===== config.mk =====
export PLATFORM = sky130hd
export DESIGN_NAME = prot_cfg_regfile
export DESIGN_NICKNAME = d
export VERILOG_FILES = /design/src/rtl/prot_cfg_pkg.sv /design/src/rtl/prot_cfg_bank.sv /design/src/rtl/prot_addr_bank.sv /design/src/rtl/prot_cfg_regfile.sv
export SDC_FILE = /design/constraint.sdc
export NUM_CORES = 1
export LEC_CHECK = 0
export ABC_CLOCK_PERIOD_IN_PS = 2200
export BUFFER_PORTS_ARGS = -buffer_cell sky130_fd_sc_hd__buf_2
export CORE_AREA = 3 3 274 276
export CTS_CLUSTER_SIZE = 8
export DETAILED_ROUTE_END_ITERATION = 8
export DIE_AREA = 0 0 277 279
export GPL_TIMING_DRIVEN = 0
export PLACE_DENSITY = 0.61
export SYNTH_ARGS = -nofsm -noshare
export SYNTH_HDL_FRONTEND = slang
export SYNTH_HIERARCHICAL = 1
export SYNTH_SLANG_ARGS = --single-unit

===== constraint.sdc =====
create_clock -name clk_i -period 2.2 [get_ports clk_i]
set_input_delay 0.11 -clock clk_i [delete_from_list [all_inputs] [get_ports clk_i]]
set_output_delay 0.11 -clock clk_i [all_outputs]
set_load 0.02 [all_outputs]

===== src/rtl/prot_cfg_pkg.sv =====
package prot_cfg_pkg;
  localparam int LOCK_BIT = 7;

  typedef enum logic [1:0] {
    MODE_OFF   = 2'b00,
    MODE_TOR   = 2'b01,
    MODE_NA4   = 2'b10,
    MODE_NAPOT = 2'b11
  } match_mode_e;

  function automatic match_mode_e mode_of(input logic [7:0] cfg);
    return match_mode_e'(cfg[4:3]);
  endfunction
endpackage


===== src/rtl/prot_cfg_bank.sv =====
module prot_cfg_bank
  import prot_cfg_pkg::*;
#(
  parameter int XLEN      = 32,
  parameter int N_ENTRIES = 16,
  parameter int IDX_W     = 5
) (
  input  logic                       clk_i,
  input  logic                       rst_ni,
  input  logic                       we_i,
  input  logic [IDX_W-1:0]           idx_i,
  input  logic [XLEN-1:0]            wdata_i,
  output logic [XLEN-1:0]            rdata_o,
  output logic [N_ENTRIES-1:0][7:0]  cfg_q_o,
  output logic [N_ENTRIES-1:0]       addr_lock_o
);
  localparam int  BPW     = XLEN / 8;
  localparam int  N_WORDS = N_ENTRIES / BPW;
  localparam bit  WIDE    = (XLEN == 64);

  logic [N_ENTRIES-1:0][7:0] cfg_q;
  logic [IDX_W-1:0]          word_idx;
  logic                      idx_ok;

  assign word_idx = WIDE ? {1'b0, idx_i[IDX_W-1:1]} : idx_i;
  assign idx_ok   = !(WIDE && idx_i[0]) && (word_idx < IDX_W'(N_WORDS));

  for (genvar e = 0; e < N_ENTRIES; e++) begin : g_entry
    localparam int W = e / BPW;
    localparam int B = e % BPW;

    always_ff @(posedge clk_i or negedge rst_ni) begin
      if (!rst_ni)
        cfg_q[e] <= '0;
      else if (we_i && idx_ok && word_idx == IDX_W'(W) && !cfg_q[e][LOCK_BIT])
        cfg_q[e] <= wdata_i[B*8 +: 8];
    end

    // address register frozen by own lock or a locked TOR successor
    if (e < N_ENTRIES - 1) begin : g_nxt
      assign addr_lock_o[e] = cfg_q[e][LOCK_BIT] |
                              (cfg_q[e+1][LOCK_BIT] && mode_of(cfg_q[e+1]) == MODE_TOR);
    end else begin : g_last
      assign addr_lock_o[e] = cfg_q[e][LOCK_BIT];
    end


    locked_byte_chk: assert property (@(posedge clk_i) disable iff (!rst_ni)
      cfg_q[e][LOCK_BIT] |=> $stable(cfg_q[e]));
  end

  always_comb begin
    rdata_o = '0;
    for (int e = 0; e < N_ENTRIES; e++)
      if (idx_ok && word_idx == IDX_W'(e / BPW))
        rdata_o[(e % BPW)*8 +: 8] = cfg_q[e];
  end

  assign cfg_q_o = cfg_q;


  bad_cfg_idx_chk: assert property (@(posedge clk_i) disable iff (!rst_ni)
    (we_i && !idx_ok) |=> $stable(cfg_q));
endmodule


===== src/rtl/prot_addr_bank.sv =====
module prot_addr_bank #(
  parameter int XLEN       = 32,
  parameter int N_ENTRIES  = 16,
  parameter int IDX_W      = 5,
  parameter int PAGE_SHIFT = 12
) (
  input  logic                          clk_i,
  input  logic                          rst_ni,
  input  logic                          we_i,
  input  logic [IDX_W-1:0]              idx_i,
  input  logic [XLEN-1:0]               wdata_i,
  input  logic [N_ENTRIES-1:0]          lock_i,
  output logic [XLEN-1:0]               rdata_o,
  output logic [N_ENTRIES-1:0][XLEN-1:0] addr_q_o
);
  localparam int GRAN_BITS = PAGE_SHIFT - 2;
  localparam logic [XLEN-1:0] GRAN_MASK = ~((XLEN'(1) << GRAN_BITS) - XLEN'(1));

  logic [N_ENTRIES-1:0][XLEN-1:0] addr_q;

  for (genvar e = 0; e < N_ENTRIES; e++) begin : g_entry
    always_ff @(posedge clk_i or negedge rst_ni) begin
      if (!rst_ni)
        addr_q[e] <= '0;
      else if (we_i && idx_i == IDX_W'(e) && !lock_i[e])
        addr_q[e] <= wdata_i & GRAN_MASK;
    end


    frozen_addr_chk: assert property (@(posedge clk_i) disable iff (!rst_ni)
      lock_i[e] |=> $stable(addr_q[e]));
  end

  always_comb begin
    rdata_o = '0;
    for (int e = 0; e < N_ENTRIES; e++)
      if (idx_i == IDX_W'(e)) rdata_o = addr_q[e];
  end

  assign addr_q_o = addr_q;


  addr_range_chk: assert property (@(posedge clk_i) disable iff (!rst_ni)
    (we_i && idx_i >= IDX_W'(N_ENTRIES)) |=> $stable(addr_q));
endmodule


===== src/rtl/prot_cfg_regfile.sv =====
module prot_cfg_regfile #(
  parameter int XLEN       = 32,
  parameter int N_ENTRIES  = 16,
  parameter int PAGE_SHIFT = 12,
  parameter int IDX_W      = $clog2(N_ENTRIES) + 1
) (
  input  logic                      clk_i,
  input  logic                      rst_ni,
  input  logic                      we_i,
  input  logic                      re_i,
  input  logic                      sel_addr_i,
  input  logic [IDX_W-1:0]          idx_i,
  input  logic [XLEN-1:0]           wdata_i,
  output logic [XLEN-1:0]           rdata_o,
  output logic [8*N_ENTRIES-1:0]    cfg_table_o,
  output logic [XLEN*N_ENTRIES-1:0] addr_table_o
);
  logic [XLEN-1:0]                cfg_rdata, addr_rdata;
  logic [N_ENTRIES-1:0]           addr_lock;
  logic [N_ENTRIES-1:0][7:0]      cfg_q;
  logic [N_ENTRIES-1:0][XLEN-1:0] addr_q;

  prot_cfg_bank #(.XLEN(XLEN), .N_ENTRIES(N_ENTRIES), .IDX_W(IDX_W)) u_cfg (
    .clk_i      (clk_i),
    .rst_ni     (rst_ni),
    .we_i       (we_i && !sel_addr_i),
    .idx_i      (idx_i),
    .wdata_i    (wdata_i),
    .rdata_o    (cfg_rdata),
    .cfg_q_o    (cfg_q),
    .addr_lock_o(addr_lock)
  );

  prot_addr_bank #(.XLEN(XLEN), .N_ENTRIES(N_ENTRIES), .IDX_W(IDX_W),
                   .PAGE_SHIFT(PAGE_SHIFT)) u_addr (
    .clk_i   (clk_i),
    .rst_ni  (rst_ni),
    .we_i    (we_i && sel_addr_i),
    .idx_i   (idx_i),
    .wdata_i (wdata_i),
    .lock_i  (addr_lock),
    .rdata_o (addr_rdata),
    .addr_q_o(addr_q)
  );

  assign rdata_o      = re_i ? (sel_addr_i ? addr_rdata : cfg_rdata) : '0;
  assign cfg_table_o  = cfg_q;
  assign addr_table_o = addr_q;


  idle_stable_chk: assert property (@(posedge clk_i) disable iff (!rst_ni)
    !we_i |=> ($stable(cfg_table_o) && $stable(addr_table_o)));
endmodule


# Word level (Yosys, flattened, before mapping)

Cells that the tools add are included.

Bitwise logic cells: 15
Divide/modulo/power cells: 0
Shift-type cells: 0
Add/subtract/negate cells: 0
Reduce and logical (&&, ||, !) cells: 107
Magnitude comparators: 1
Multiply operators: 0
Muxes and demuxes: 34
Equality and inequality tests: 30

Operator list:

| kind                                                | number |
|---|---|
| two-way mux 32 bit                                  | 18 |
| two-way mux 8 bit                                   | 16 |
| logical AND 1 bit                                   | 74 |
| equality test 5 x 4 -> 1 bit, second input constant | 8 |
| logical NOT 1 bit                                   | 32 |
| equality test 2 x 1 -> 1 bit, second input constant | 15 |
| equality test 5 x 3 -> 1 bit, second input constant | 4 |
| OR 1 bit                                            | 15 |
| equality test 5 x 2 -> 1 bit, second input constant | 2 |
| equality test 5 x 1 -> 1 bit, second input constant | 1 |
| logical NOT 5 bit                                   | 1 |
| < comparator 5 x 3 -> 1 bit, second input constant  | 1 |

Output and inout port bits: 672
Input port bits: 42
Logic and storage cells: 219
Bits in writable memories: 0
Latch bits: 0
Bits in registers: 480
Bits in read-only memories: 0
Memories kept: 0

# Logic depth before layout (Yosys ltp)

Gate-level depths: netlist of the first run.

Depth after elaboration: 19
Mapped depth: 11
Depth with buffers taken out: 7

# Modules after synthesis

Netlist of the first run, hierarchy kept.

By module, submodules not included:

| module           | area each (um^2) | sequential area each (um^2) | instances | cells each |
|---|---|---|---|---|
| prot_addr_bank   | 18592.8          | 8808.4                      | 1         | 1557 |
| prot_cfg_bank    | 6148.4           | 3203.1                      | 1         | 470 |
| prot_cfg_regfile | 615.6            | 0.0                         | 1         | 73 |

# Least setup slack after synthesis of the first run

OpenSTA, ideal clock, no wires.

Path kind: in2out
Start point: input port idx_i[4]
End point: output port rdata_o[20]
Arrival time: 2.178 ns
Stages: 10
Data required time: 2.090 ns
Path slack: -0.088 ns
Path buffers: 3
Path through: buf_6 -> or3_1 -> buf_2 -> nor3_4 -> buf_2 -> a22oi_1 -> a31o_2 -> a221oi_1 -> mux2i_1 -> nor2b_1

Longest elaborated chain between the ends: 19
Elaborated cells between the ends (all ways): 43
Those cells by class: order compare (1); eq/ne (15); mux (22); reduce/logical (5)

RTL lines:

| item                               | RTL line               | RTL |
|---|---|---|
| from (decl)                        | prot_cfg_regfile.sv:12 | `input logic [IDX_W-1:0] idx_i,` |
| logical NOT 5 bit                  | prot_addr_bank.sv:37   | `if (idx_i == IDX_W'(e)) rdata_o = addr_q[e];` |
| two-way mux 32 bit (15 in series)  | prot_addr_bank.sv:37   |  |
| two-way mux 32 bit *               | prot_addr_bank.sv:37   |  |
| net addr_rdata[20]                 | prot_cfg_regfile.sv:18 | `logic [XLEN-1:0] cfg_rdata, addr_rdata;` |
| two-way mux 32 bit * (2 in series) | prot_cfg_regfile.sv:46 | `assign rdata_o = re_i ? (sel_addr_i ? addr_rdata : cfg_rdata) : '0;` |
| to (decl)                          | prot_cfg_regfile.sv:14 | `output logic [XLEN-1:0] rdata_o,` |

The timed path passes the listed nets; every way through them passes the cells marked *.

# Final worst setup path of the first run

Start point: register u_addr.addr_q, in the netlist u_addr/addr_q_o[62]
End point: output port rdata_o[30]

Longest elaborated chain between the ends: 17

RTL lines:

| item                              | RTL line               | RTL |
|---|---|---|
| from (decl)                       | prot_addr_bank.sv:19   | `logic [N_ENTRIES-1:0][XLEN-1:0] addr_q;` |
| from (signal, indexed assignment) | prot_addr_bank.sv:26   | `addr_q[e] <= wdata_i & GRAN_MASK;` |
| two-way mux 32 bit (15 in series) | prot_addr_bank.sv:37   |  |
| net addr_rdata[30]                | prot_cfg_regfile.sv:18 |  |
| two-way mux 32 bit (2 in series)  | prot_cfg_regfile.sv:46 |  |

The timed path passes the listed nets, and every way through them passes these cells.

==> impl_metrics.json, run 1 <==
{
  "outcome": "complete, but fails checks",
  "violations": "negative setup slack",
  "maxCapViolations": 0,
  "powerDensity_nw_per_um2": 825,
  "ys_async_sr_fraction": 1.00,
  "cts.sink_count": 480,
  "finalPower_mw": 28.7,
  "wl_per_cell_um": 30.4,
  "hold_depth": 2,
  "slew_viol_final": 0,
  "drc_errors": 0,
  "grt_overflow_total": 0,
  "cp.required_ns": 2.09,
  "syn_avg_cell_area_um2": 12.1,
  "clk_latency_ns": 0.64,
  "cp-start-kind": "flip-flop",
  "grt_usage": 0.301,
  "period_share": 1.19,
  "path_buf_inv": 1,
  "critical_path_class": "flip-flop to output pin",
  "die-area_um2": 77300,
  "relSlewSlack": 0.420,
  "fin_crit_ns": 2.63,
  "synth_area_leader_cell": "dfrtp_1",
  "numCtsBuffers": 71,
  "synth.distinct_cells": 74,
  "dieHeight_um": 279,
  "drive_above_1_share": 0.565,
  "cts-root-buf": "clkbuf_16",
  "row_count": 99,
  "synth_seq_cells": 480,
  "ys_seq_area_frac": 0.474,
  "nets": 3032,
  "grt_pass1_vias": 21500,
  "slowest_delay_ns": 0.38,
  "antenna_found_initial": 5,
  "drt_iter0_markers": 1663,
  "core_area_um2": 72800,
  "dp_hpwl_mm": 92.3,
  "cts-htree-levels": 3,
  "critPathTopFamily": "compound AO/OA/AOI/OAI gates",
  "tightest_slew_ns": 0.870,
  "final.setup.worst_slack_ns": -0.425,
  "clkTransAtPathRegs_ns": 0.05,
  "slowest_stage": "or3b_4",
  "synth.most_common_cell": "dfrtp_1",
  "route.detailed.vias_per_inst": 5.41,
  "fin_setup_tns_ns": -7.09,
  "max_freq_ghz": 0.381,
  "syn_to_final_growth_pct": 37.2,
  "io_buffers": 551,
  "max-vdd-ir-drop_mv": 0.639,
  "fin_skew_ns": 0.0363,
  "crit_chain": "or3b_4, a21oi_2, a221oi_2, a31o_2, a211oi_4, mux2i_1, nor2b_1, buf_4",
  "drtPass1Iterations": 5,
  "rsz0062_at_grt": "true",
  "cts_tree": "done",
  "ant_nets": 0,
  "synth_ff_type": "dfrtp_1",
  "fillers": 6804,
  "ios": 714,
  "netlist_area_um2": 25400,
  "ff2ff_path_depth": 5,
  "ys_top_cells_by_count": "480 x dfrtp_1, 453 x mux2_2, 175 x buf_4, 94 x clkbuf_1, 86 x mux2i_1",
  "synth_edf_count": 0,
  "p_leak_nw": 17.6,
  "crit_arrival_ns": 2.52,
  "grt_max_degree": 117,
  "hp-class": "input port to flip-flop",
  "floorplan.initialDensity": 0.348,
  "clockBufferDepth": 3,
  "wirelength_mm": 121,
  "yosysWarnings": 6,
  "final-hold-violation-count": 0,
  "critPathMaxFanout": 2,
  "globalplace.congestion": 0.911,
  "grt_pass1_wl_mm": 168,
  "end_kind": "output pin",
  "die_x_um": 277,
  "synth_top_area_share": 0.474,
  "setup_viol": 22,
  "ys_top_cells_by_area": "dfrtp_1 47%, mux2_2 20%, buf_4 5.2%",
  "syn_inst": 2100,
  "vias": 21500,
  "critical_path_depth": 8,
  "place_ws_ns": -2.15
}
## state kept, by name, indices dropped and copies added, names as in the netlist
register and cells:
u_addr/addr_q_o 352, u_cfg/cfg_q_o 127, u_cfg/addr_lock_o 1
## area by class of cell
class	instances	area, µm²	share of cell area
clock buffer	79	1830	0.0525
multi-input combinational	1448	13000	0.373
timing repair buffer	653	3910	0.112
buffer	329	2680	0.0771
inverter	7	30.0	0.000863
clock inverter	9	145	0.00417
sequential	480	12000	0.346
tap	959	1200	0.0345
antenna	2	5.00	0.000144
## through the flow
stage	hold slack [ns]	util	area, µm²	cells
floorplan	-0.186	-	26000	2269
global placement	0.377	0.412	30000	3779
CTS	0.00240	0.472	34300	3949
detailed placement	0.227	0.413	30100	3783
finish	0.0630	0.477	34800	3966
global route	0.0330	0.477	34800	3964
## worst register-to-register path: stages, from the launching register on
cell and delay (ns):
dfrtp_1 0.53, nand2_1 0.12, o21bai_2 0.32, nand3b_1 0.34
buf_2 0.36, mux2_2 0.37
## power breakdown
group,internal (mW),switching [mW],leakage [nW]
registers,10.0,1.20,6.37
clock network,5.90,4.21,0.966
logic,2.78,4.58,10.3
total,18.7,9.99,17.6
## cells by family after synthesis
kind of cell	after synthesis	synth area share
other	1	0.000148
muxes	562	0.250
DFF	480	0.474
and+or+nand+nor	275	0.0681
buffers and inverters	342	0.0829
AOI/OAI and AO/OA	440	0.125
## layer usage
layer,global-route usage,wire length (µm),share of wire
met5,0,0,0
met4,0.104,4880,0.041
met3,0.104,11400,0.095
met2,0.517,59000,0.49
met1,0.351,45300,0.38
## path summary, 6_finish.rpt
| kind | startpoint | endpoint | slack [ns] |
|---|---|---|---|
| max reg2reg | u_cfg/cfg_q_o[63]$_DFFE_PN0P_ | u_addr/addr_q_o[203]$_DFFE_PN0P_ | 0.01 |
| min in group asynchronous | rst_ni | u_cfg/cfg_q_o[65]$_DFFE_PN0P_ | 0.12 |
| max in group asynchronous | rst_ni | u_addr/addr_q_o[180]$_DFFE_PN0P_ | 0.48 |
| max | u_addr/addr_q_o[62]$_DFFE_PN0P_ | rdata_o[30] | -0.43 |
| min | wdata_i[25] | u_addr/addr_q_o[377]$_DFFE_PN0P_ | 0.06 |
| min reg2reg | u_cfg/cfg_q_o[22]$_DFFE_PN0P_ | u_cfg/cfg_q_o[22]$_DFFE_PN0P_ | 0.51 |
## timing repair
action / CTS / global route
endpoints found under the hold margin: 314 / 1
pin swaps: 75 / 39
cloned: 3 / 1
hold buffers: 30 / 1
endpoints found under the setup margin: 312 / 158
setup buffers: 49 / 17
resized for setup: 429 / 88
## cell usage in the layout, fill, tap and decap left out, types with 20 or more instances in the layout
cell type        n
a32oi_1         38
dlygate4sd3_1   31
conb_1         170
nor2_1          21
o22ai_1         28
a211o_1         22
nand2_1         60
buf_4          261
mux2i_1         77
buf_6           35
clkbuf_1        42
clkbuf_8        20
mux2_4          20
buf_2          537
nor2b_1         24
mux2_2         453
a21oi_1         57
dfrtp_1        472
o2bb2ai_1       29
or2_2           34
clkbuf_16       76
o21ai_0         53
(Power assumes the default switching activity.)
==> run 2, diff against run 1 <==
CORE_AREA = 3 3 276 278   (was 3 3 274 276)
DIE_AREA = 0 0 279 281   (was 0 0 277 279)
GPL_ROUTABILITY_DRIVEN = 0   (was not set)
PLACE_DENSITY = 0.58   (was 0.61)
SYNTH_HIERARCHICAL = not set   (was 1)
==> impl_metrics.json, run 2 <==
{
  "synth_seq_cells": 480,
  "vias": 22000,
  "numCtsBuffers": 69,
  "floorplan.initialDensity": 0.323,
  "grt_max_degree": 117,
  "grt_pass1_wl_mm": 182,
  "path_buf_inv": 2,
  "drc_errors": 0,
  "powerDensity_nw_per_um2": 822,
  "fin_skew_ns": 0.0214,
  "tightest_slew_ns": 1.11,
  "clockBufferDepth": 3,
  "final_common_cell": "buf_2",
  "postLayoutCoreUtil": 0.446,
  "die_x_um": 279,
  "synth_area_leader_cell": "dfrtp_1",
  "largest_reg_flops": 352,
  "yosysWarnings": 0,
  "cts-htree-levels": 3,
  "violations": "negative setup slack",
  "dieHeight_um": 281,
  "crit_arrival_ns": 2.60,
  "nets": 2968,
  "power_frac_comb": 0.247,
  "final-hold-violation-count": 0,
  "placed_cells": 3699,
  "dr_wl_met3_mm": 14.9,
  "place_ws_ns": -1.70,
  "critical_path_class": "flip-flop to output pin",
  "hp-class": "input port to flip-flop",
  "p_leak_nw": 16.9,
  "clkTransAtPathRegs_ns": 0.06,
  "pwr-share-seq": 0.405,
  "synth_top_area_share": 0.501,
  "syn_avg_cell_area_um2": 11.8,
  "critPathTopFamily": "compound AO/OA/AOI/OAI gates",
  "setup_viol": 60,
  "cp.required_ns": 2.09,
  "netlist_area_um2": 24000,
  "grt_pass1_vias": 21600,
  "fin_crit_ns": 2.71,
  "cts-root-buf": "clkbuf_16",
  "grt_usage": 0.334,
  "antenna_found_initial": 3,
  "final_area_um2": 33100,
  "ys_async_sr_fraction": 1.00,
  "wirelength_mm": 135,
  "end_kind": "output pin",
  "slowest_stage": "a222oi_1",
  "drive_above_1_share": 0.554,
  "cts.sink_count": 480,
  "wl_per_cell_um": 34.7,
  "ff2ff_setup_slack_ns": 0.01,
  "max_freq_ghz": 0.369,
  "ys_seq_area_frac": 0.501,
  "relSlewSlack": 0.262,
  "row_count": 100,
  "final.setup.worst_slack_ns": -0.507,
  "rsz0062_at_grt": "true",
  "outcome": "complete, but fails checks",
  "layout.cells.non_filler": 3899,
  "dp_hpwl_mm": 102,
  "p_sw_frac": 0.347,
  "syn_to_final_growth_pct": 38.2,
  "internal_power_mw": 17.8,
  "slew_viol_final": 0,
  "drt_iter0_markers": 2342,
  "core_area_um2": 74200,
  "synth.distinct_cells": 77,
  "route.detailed.vias_per_inst": 5.64,
  "ys_top_cells_by_count": "480 x dfrtp_1, 458 x mux2_2, 167 x buf_4, 107 x nand2_1, 97 x a21oi_1",
  "highest_layer": "met5",
  "drtPass1Iterations": 8,
  "routedLengthMet1_mm": 48.7,
  "layout_common_cells": "524 x buf_2, 479 x dfrtp_1, 457 x mux2_2",
  "synth_ff_type": "dfrtp_1",
  "ys_top_cells_by_area": "dfrtp_1 50%, mux2_2 22%, buf_4 5.2%",
  "die-area_um2": 78400,
  "cp-start-kind": "flip-flop",
  "switchingPower_mw": 9.45,
  "syn_inst": 2033,
  "ant_nets": 0,
  "synth_edf_count": 0,
  "grt_overflow_total": 0,
  "clk_latency_ns": 0.61,
  "crit_chain": "mux2i_2, o22ai_1, a222oi_1, nor3b_2, a2111oi_2, buf_4, nor4_4, buf_6",
  "period_share": 1.23,
  "power_frac_clock": 0.348,
  "fin_setup_tns_ns": -6.02,
  "synth.most_common_cell": "dfrtp_1",
  "place_area_um2": 28600,
  "cts_tree": "done",
  "slowest_delay_ns": 0.48,
  "max-vdd-ir-drop_mv": 0.663,
  "critPathMaxFanout": 2,
  "io_buffers": 531,
  "maxCapViolations": 0,
  "met2_length_mm": 62.7,
  "ios": 714
}
==> run 2: path summary, 6_finish.rpt <==
path | start | to | depth (start not counted)
min in group asynchronous | rst_ni | u_cfg.cfg_q_o[62]$_DFFE_PN0P_ | 2
min | wdata_i[10] | u_addr.addr_q_o[426]$_DFFE_PN0P_ | 3
max | u_addr.addr_q_o[90]$_DFFE_PN0P_ | rdata_o[26] | 8
max reg2reg | u_cfg.cfg_q_o[79]$_DFFE_PN0P_ | u_addr.addr_q_o[281]$_DFFE_PN0P_ | 4
min reg2reg | u_addr.addr_q_o[82]$_DFFE_PN0P_ | u_addr.addr_q_o[82]$_DFFE_PN0P_ | 1
max in group asynchronous | rst_ni | u_addr.addr_q_o[83]$_DFFE_PN0P_ | 4
==> run 2: worst min-delay path: cells and delay by family <==
family                 cells  cell delay, ns
AND/OR/NAND/NOR            1            0.13
AO/OA/AOI/OAI              1            0.08
buffers and inverters      1            0.29
==> run 2: final cells by class <==
class,instances,area (µm²)
Fill cell,7131,41100
Tap cell,969,1210
Sequential cell,480,12000
Clock buffer,69,1730
Timing Repair Buffer,667,4170
Antenna cell,4,10.0
Multi-Input combinational cell,1369,11500
Inverter,22,82.6
Clock inverter,2,17.5
Buffer,317,2410
==> run 2: power by group through the flow <==
| stage | Sequential (mW) | Clock, mW | Combinational (mW) |
|---|---|---|---|
| floorplan | 12.1 | 0 | 2.08 |
| global placement | 11.1 | 0 | 6.07 |
| detailed placement | 11.1 | 0 | 6.15 |
| CTS | 11.0 | 9.50 | 6.59 |
| global route | 11.1 | 9.84 | 7.02 |
| finish | 11.0 | 9.47 | 6.73 |
==> run 2: per-stage QoR <==
step | hold slack, ns | power (mW)
floorplan | -0.186 | 14.2
global placement | 0.371 | 17.2
detailed placement | 0.184 | 17.3
CTS | 0.0411 | 27.1
global route | 0.0619 | 28.0
finish | 0.0672 | 27.2
==> run 2: what timing repair did <==
item	in CTS	in global routing
buffers inserted	89	28
hold endpoints to repair	133	0
hold buffers	14	0
resized for setup	378	90
pin swaps	91	72
gates cloned	1	1
endpoints found under the setup margin	398	96
==> run 2: cell families (layout without fill, tap and decap cells) <==
kind of cell,count (synthesis),count (layout),synth area share
compound gates,424,424,0.121
simple gates,295,295,0.0632
other cells,1,164,0.000157
buf+inv,343,1077,0.0841
mux,490,490,0.230
flops,480,480,0.501
==> run 2: routing by layer <==
metal | global-route usage | vias to the layer above
met5 | 0 | -
met4 | 0.194 | 2
met3 | 0.119 | 401
met2 | 0.546 | 1431
met1 | 0.380 | 11200
li1 | - | 8914
